`config.mk`:
```
export PLATFORM = sky130hd
export DESIGN_NAME = cyc_arbiter
export DESIGN_NICKNAME = d
export VERILOG_FILES = /design/src/rtl/arb_pkg.sv /design/src/rtl/arb_pick.sv /design/src/rtl/arb_fsm.sv /design/src/rtl/cyc_arbiter.sv
export SDC_FILE = /design/constraint.sdc
export NUM_CORES = 1
export LEC_CHECK = 0
export BUFFER_PORTS_ARGS = -buffer_cell sky130_fd_sc_hd__clkbuf_2
export CORE_AREA = 2 2 89 91
export CTS_BUF_LIST = sky130_fd_sc_hd__clkbuf_16
export DETAILED_ROUTE_END_ITERATION = 8
export DIE_AREA = 0 0 91 93
export GPL_ROUTABILITY_DRIVEN = 1
export HOLD_SLACK_MARGIN = 0.05
export PLACE_DENSITY = 0.81
export REMOVE_ABC_BUFFERS = 1
export SKIP_LAST_GASP = 1
export SLEW_MARGIN = 20
export SYNTH_ARGS = -nofsm -noshare
export SYNTH_HDL_FRONTEND = slang
export SYNTH_SLANG_ARGS = --single-unit
```
`constraint.sdc`:
```
create_clock -name clk -period 9.3 [get_ports clk]
set_input_delay 1.395 -clock clk [delete_from_list [all_inputs] [get_ports clk]]
set_output_delay 1.395 -clock clk [all_outputs]
set_load 0.05 [all_outputs]
```
`src/rtl/arb_pkg.sv`:
```
package arb_pkg;
    typedef enum logic [0:0] {
        ARB_IDLE  = 1'b0,
        ARB_OWNED = 1'b1
    } arb_state_t;
endpackage

```
`src/rtl/arb_pick.sv`:
```
// Parallel minimum search over all requesting masters.
module arb_pick #(
    parameter int NUM_M = 4,
    parameter int CNT_W = 32
) (
    input  logic [NUM_M-1:0]       req,
    input  logic [NUM_M*CNT_W-1:0] cyc,
    output logic [NUM_M-1:0]       win_oh,
    output logic                   any_req
);
    logic [CNT_W-1:0] cnt [NUM_M];

    for (genvar g = 0; g < NUM_M; g++) begin : g_unpack
        assign cnt[g] = cyc[g*CNT_W +: CNT_W];
    end

    logic [CNT_W-1:0] best;
    logic             found;

    always_comb begin
        best   = '0;
        found  = 1'b0;
        win_oh = '0;
        for (int i = 0; i < NUM_M; i++) begin
            // strict compare: an equal count never displaces a lower index
            if (req[i] && (!found || cnt[i] < best)) begin
                best   = cnt[i];
                found  = 1'b1;
                win_oh = '0;
                win_oh[i] = 1'b1;
            end
        end
    end

    assign any_req = |req;
endmodule

```
`src/rtl/arb_fsm.sv`:
```
module arb_fsm
    import arb_pkg::*;
#(
    parameter int NUM_M = 4
) (
    input  logic             clk,
    input  logic             rst_n,
    input  logic             any_req,
    input  logic [NUM_M-1:0] win_oh,
    input  logic [NUM_M-1:0] req,
    input  logic [NUM_M-1:0] done,
    output logic [NUM_M-1:0] gnt,
    output logic             err
);
    arb_state_t       state_q, state_d;
    logic [NUM_M-1:0] gnt_d;
    logic             err_d;
    logic             owner_done;

    assign owner_done = |(done & gnt);

    // state register
    always_ff @(posedge clk) begin
        if (!rst_n) begin
            state_q <= ARB_IDLE;
            gnt     <= '0;
            err     <= 1'b0;
        end else begin
            state_q <= state_d;
            gnt     <= gnt_d;
            err     <= err_d;
        end
    end

    // next state and outputs
    always_comb begin
        state_d = state_q;
        gnt_d   = gnt;
        err_d   = |(done & ~gnt);
        unique case (state_q)
            ARB_IDLE: begin
                if (any_req) begin
                    state_d = ARB_OWNED;
                    gnt_d   = win_oh;
                end
            end
            ARB_OWNED: begin
                if (owner_done) begin
                    state_d = ARB_IDLE;
                    gnt_d   = '0;
                end
            end
            default: begin
                state_d = ARB_IDLE;
                gnt_d   = '0;
            end
        endcase
    end

    a_r3_onehot: assert property (@(posedge clk) disable iff (!rst_n)
        $onehot0(gnt));

    a_r2_only_requester: assert property (@(posedge clk) disable iff (!rst_n)
        (gnt == '0) |=> ((gnt & ~$past(req)) == '0));

    a_r6_hold: assert property (@(posedge clk) disable iff (!rst_n)
        ((gnt != '0) && !owner_done) |=> (gnt == $past(gnt)));

    a_r7_gap: assert property (@(posedge clk) disable iff (!rst_n)
        owner_done |=> (gnt == '0));

    a_r8_flag: assert property (@(posedge clk) disable iff (!rst_n)
        ((done & ~gnt) != '0) |=> err);

    a_r8_quiet: assert property (@(posedge clk) disable iff (!rst_n)
        ((done & ~gnt) == '0) |=> !err);
endmodule

```
`src/rtl/cyc_arbiter.sv`:
```
module cyc_arbiter #(
    parameter int NUM_M = 4,
    parameter int CNT_W = 32
) (
    input  logic                   clk,
    input  logic                   rst_n,
    input  logic [NUM_M-1:0]       req_i,
    input  logic [NUM_M*CNT_W-1:0] cyc_i,
    input  logic [NUM_M-1:0]       done_i,
    output logic [NUM_M-1:0]       gnt_o,
    output logic                   err_o
);
    logic [NUM_M-1:0] win_oh;
    logic             any_req;

    arb_pick #(.NUM_M(NUM_M), .CNT_W(CNT_W)) u_pick (
        .req     (req_i),
        .cyc     (cyc_i),
        .win_oh  (win_oh),
        .any_req (any_req)
    );

    arb_fsm #(.NUM_M(NUM_M)) u_fsm (
        .clk     (clk),
        .rst_n   (rst_n),
        .any_req (any_req),
        .win_oh  (win_oh),
        .req     (req_i),
        .done    (done_i),
        .gnt     (gnt_o),
        .err     (err_o)
    );
endmodule

```
# == Word-level counts from Yosys, hierarchy flattened ==
# Cells that the tools add are included.
# classes
n_bitwise,4
mux,16
order_cmp,3
reduce_logical,13
eq_ne,2
# ops
op,count
less-than comparator 32 bit,3
2-to-1 mux 32 bit,3
2-to-1 mux 4 bit,5
OR reduction 4 bit,3
AND 4 bit,2
one-hot mux 4 bit (2 select lines),1
2-to-1 mux 1 bit,6
"!= test 2 bit, second input constant",2
inverter 4 bit,1
logical AND 1 bit,3
zero test 1 bit,3
logical OR 1 bit,3
one-hot mux 1 bit (2 select lines),1
AND reduction 2 bit,1
inverter 1 bit,1
# word_totals
out_inout_bits,5
register_bits,6

# == Depth between registers and ports, before layout ==
# depth
depth_word,15
mapped_depth,30
mapped_depth_nobuf,26

# == Modules after synthesis ==
# Synthesis repeated with hierarchy kept, for this count alone.
# unflattened
hier_cells,434
area_unflattened_um2,3483.3
# modules_own_cells
module,cells_per_inst,instances,seq_area_each_um2,area_each_um2
arb_pick,411,1,0.0,3236.9
arb_fsm,23,1,120.1,246.5

# == Least setup slack after synthesis ==
# Ideal clock, no wire load.
# synth_timing
path_type,input to register
start,input req_i[0]
end,register u_fsm.gnt[0]
setup_time_ps,130
required_time_ps,9170
n_path_buf,4
setup_slack_ps,1401
cell_stages,30
arrival_ps,7769
cell_sequence,clkbuf_1 > clkbuf_1 > nand2_1 > ha_1 > nand4_2 > nor4_4 > nand4_1 > a21oi_2 > o21ai_1 > nand2_2 > buf_6 > mux2_2 > ha_1 > a21o_1 > a21o_1 > a21oi_1 > o41ai_1 > or3_1 > o31a_4 > buf_6 > mux2_4 > ha_1 > a21o_1 > a21o_1 > a221o_1 > a221o_1 > and3b_1 > o311ai_1 > a31oi_1 > o31ai_2
# synth_between
elab_chain_cells,15
word_cells_on_any_way,27
classes_between,order compare: 3; eq/ne: 1; mux: 12; reduce/logical: 11
# synth_lines
item,line_no,rtl
"start, declared",cyc_arbiter.sv:7,"input logic [NUM_M-1:0] req_i,"
2-to-1 mux 32 bit / 2-to-1 mux 1 bit (equally long branches),arb_pick.sv:26,if (req[i] && (!found || cnt[i] < best)) begin
less-than comparator 32 bit / zero test 1 bit (equally long branches),arb_pick.sv:26,
logical OR 1 bit,arb_pick.sv:26,
logical AND 1 bit,arb_pick.sv:26,
2-to-1 mux 32 bit / 2-to-1 mux 1 bit (equally long branches),arb_pick.sv:26,
less-than comparator 32 bit / zero test 1 bit (equally long branches),arb_pick.sv:26,
logical OR 1 bit,arb_pick.sv:26,
logical AND 1 bit,arb_pick.sv:26,
2-to-1 mux 32 bit / 2-to-1 mux 1 bit (equally long branches),arb_pick.sv:26,
less-than comparator 32 bit / zero test 1 bit (equally long branches),arb_pick.sv:26,
logical OR 1 bit,arb_pick.sv:26,
logical AND 1 bit,arb_pick.sv:26,
2-to-1 mux 4 bit,arb_pick.sv:26,
2-to-1 mux 4 bit,arb_fsm.sv:42,if (any_req) begin
one-hot mux 4 bit (2 select lines),arb_fsm.sv:40,unique case (state_q)
"end signal, assigned",arb_fsm.sv:30,gnt <= gnt_d;
"end, declared",arb_fsm.sv:12,"output logic [NUM_M-1:0] gnt,"
# Several ways; a longest one is shown, not always the timed one. The select of a mux whose other input is x is not followed.
# A chain may end at the register's enable or synchronous reset.

# == Final worst setup path ==
# layout_timing
start,input req_i[0]
end,register u_fsm.gnt[2]
# Same word-level chain as after synthesis.

==> reports/metrics.cfg <==
[status]
status=finished clean

[drt]
drc=0
wl_um=10800
num_vias=3924
antenna_left=0
topRoutingLayerUsed=met4
viasPerCell=5.64
firstDrtPassIters=5
wl_per_cell_um=15.5
met1_length_um=4730
wl_met3_um=617
dr_wl_met2_um=5210
drtIter0Drc=177

[worst_setup_path]
cp_slowest_cell=mux2_2
required_ns=9.39
cp_num_buf_inv=3
max_stage_delay_ns=0.39
start_kind=input port
path_class=in2reg
cp_top_family=compound AO/OA/AOI/OAI gates
path_max_fanout=32
crit_top_cell=a21o_1
end_kind=register
cp_data_arrival_time_ns=8.87

[power]
p_leak_nw=2.59
swShare_pct=42.1
pwr-share-seq_pct=7.9
powerDensity_nw_per_um2=84.9
p_int_uw=225
power_frac_comb_pct=73.9
pwr-share-clk_pct=18.2
switchingPower_uw=163
vdd_drop_max_mv=0.0483

[global_routing]
grt_max_degree=33
grt_overflow=0
grt_pass1_vias=3986
grt_usage_pct=25.0
antenna_found_initial=0
grt_pass1_wl_um=17600

[timing]
skew_ns=0.000566
worst_slew_pin_slew_ns=0.687
hold_viol=0
final-setup-viol-count=0
fin_crit_sh_pct=94.4
max_slew_margin_pct=53.6
timing.fmax_ghz=0.114
rsz0062_at_grt=false
final.min_clock_period_ns=8.78
setup_tns_ns=0
maxSlewViolCount=0

[yosys]
yosysTopAreaCell=ha_1
yosys-top-cells-area=ha_1 31%, mux2_4 12%, mux2_2 9.4%
yosysWarnings=0
synth_cells=457
synth-edff-count=0
ys_seq_area_share_pct=3.23
synth_ff_type=dfxtp_1
async_reset_ff_share_pct=0
synth_area_um2=3710
avgSynthCellArea_um2=8.13
ys_seq_elements=6
synth_top_area_share_pct=31.3
synth_cell_types=54

[final_layout]
area_growth_syn_to_layout_pct=22.9
final_cell_mix=142 x clkbuf_2, 93 x ha_1, 72 x inv_1, 48 x nand2_1, 31 x mux2_2
drive_gt1_share_pct=36.0
nNetsFinal=827
fillers=713
antennaDiodeCount=0
final_common_cell=clkbuf_2
instances_no_fill=696

[placed_design]
finalWeightedCongestion=0.890
dpl.hpwl_um=9520
port_buffers=142
place_inst=693

[min_path]
hold_class=reg2reg

[clock_network]
clock_path_buffers=2
holdBufCountCts=0
clkLatencyLatePin_ns=0.23
postCtsResizedCells=0
tritoncts=yes
cts_buffers=3
cts_root_buf=clkbuf_16
post-cts-setup-buffer-count=0
cts-htree-levels=1
clkTransAtPathRegs_ns=0.03
cts_sinks=6

[floorplan]
dieHeight_um=93
die_area_um2=8460
core_area_um2=7530
rows=32
initial_core_util_pct=49.4
boundaryPins=143
die_x_um=91

[run]
drv_cap=0

-- state kept, by name (all words and copies together), names as in the netlist --
signal / count
u_fsm.err: 1
u_fsm.state_q: 1
u_fsm.gnt: 4
-- worst register-to-register path, cell delays in order, from the launching register on --
cell	delay [ns]
dfxtp_1	0.34
nor3_1	0.29
a31oi_1	0.08
nor2_1	0.25
nand2_1	0.12
o31ai_2	0.07
-- power groups by stage --
stage	Sequential [mW]	Combinational, mW	Clock, mW
after floorplan	0.0373	0.188	0
after global placement	0.0308	0.271	0
after detailed placement	0.0309	0.284	0
after CTS	0.0306	0.285	0.0704
after global routing	0.0310	0.319	0.0736
final	0.0307	0.286	0.0707
-- final timing paths --
path / start / endpoint / slack (ns) / depth (start not counted)
setup / recovery: req_i[0] / u_fsm.gnt[2] / 0.52 / 29
hold / removal: u_fsm.gnt[1] / u_fsm.gnt[1] / 0.50 / 2
setup reg to reg: u_fsm.state_q / u_fsm.gnt[0] / 8.06 / 5
hold reg to reg: u_fsm.gnt[1] / u_fsm.gnt[1] / 0.50 / 2
-- cell type report --
class                           instances  area [µm²]  share of cell area, %
Multi-Input combinational cell        369        3250                   71.1
Timing Repair Buffer                  144         726                   15.9
Inverter                               72         270                   5.92
Tap cell                              102         128                   2.79
Sequential cell                         6         120                   2.63
Clock buffer                            3        75.1                   1.64
-- metrics by stage --
| step | cell area, µm² | hold slack (ns) | total power [mW] | util [%] | setup slack [ns] |
|---|---|---|---|---|---|
| CTS | 4570 | 0.502 | 0.386 | 60.7 | 0.566 |
| floorplan | 3640 | 0.486 | 0.226 | - | 1.71 |
| finish | 4570 | 0.502 | 0.388 | 60.7 | 0.523 |
| global placement | 4490 | 0.478 | 0.302 | 59.7 | 0.668 |
| global route | 4570 | 0.539 | 0.423 | 60.7 | 0.0162 |
| detailed placement | 4490 | 0.485 | 0.314 | 59.7 | 0.341 |
-- kinds of logic (layout without fill, tap and decap cells) --
family | Yosys count | count (layout) | share of synthesized area, %
fa+ha+maj | 93 | 93 | 31.3
flops | 6 | 6 | 3.23
mux | 62 | 62 | 21.7
compound gates | 100 | 100 | 18.6
buf+inv | 82 | 219 | 9.33
simple gates | 114 | 114 | 15.8
-- routing by layer --
layer / GRT usage, % / vias to the layer above
met5: 0 / -
met4: 7.95 / 0
met3: 3.22 / 22
met2: 44.9 / 148
met1: 31.0 / 1802
li1: - / 1952
-- synth_stat cells, types with 3 or more instances --
master	instances
a22oi_1	3
nor3_1	7
buf_6	5
mux2_2	31
o211ai_1	4
a211oi_1	4
o21ai_1	7
dfxtp_1	6
nand2_1	48
mux2_4	29
o31a_1	3
and4_1	3
nand3b_1	3
o21ai_0	11
nor2_1	15
clkbuf_1	4
o31ai_1	3
ha_1	93
o21a_1	5
a21o_1	13
nand3_1	4
a221o_1	4
a21oi_1	25
inv_1	72
nand4_1	18
Power figures use the tool's default switching activity.
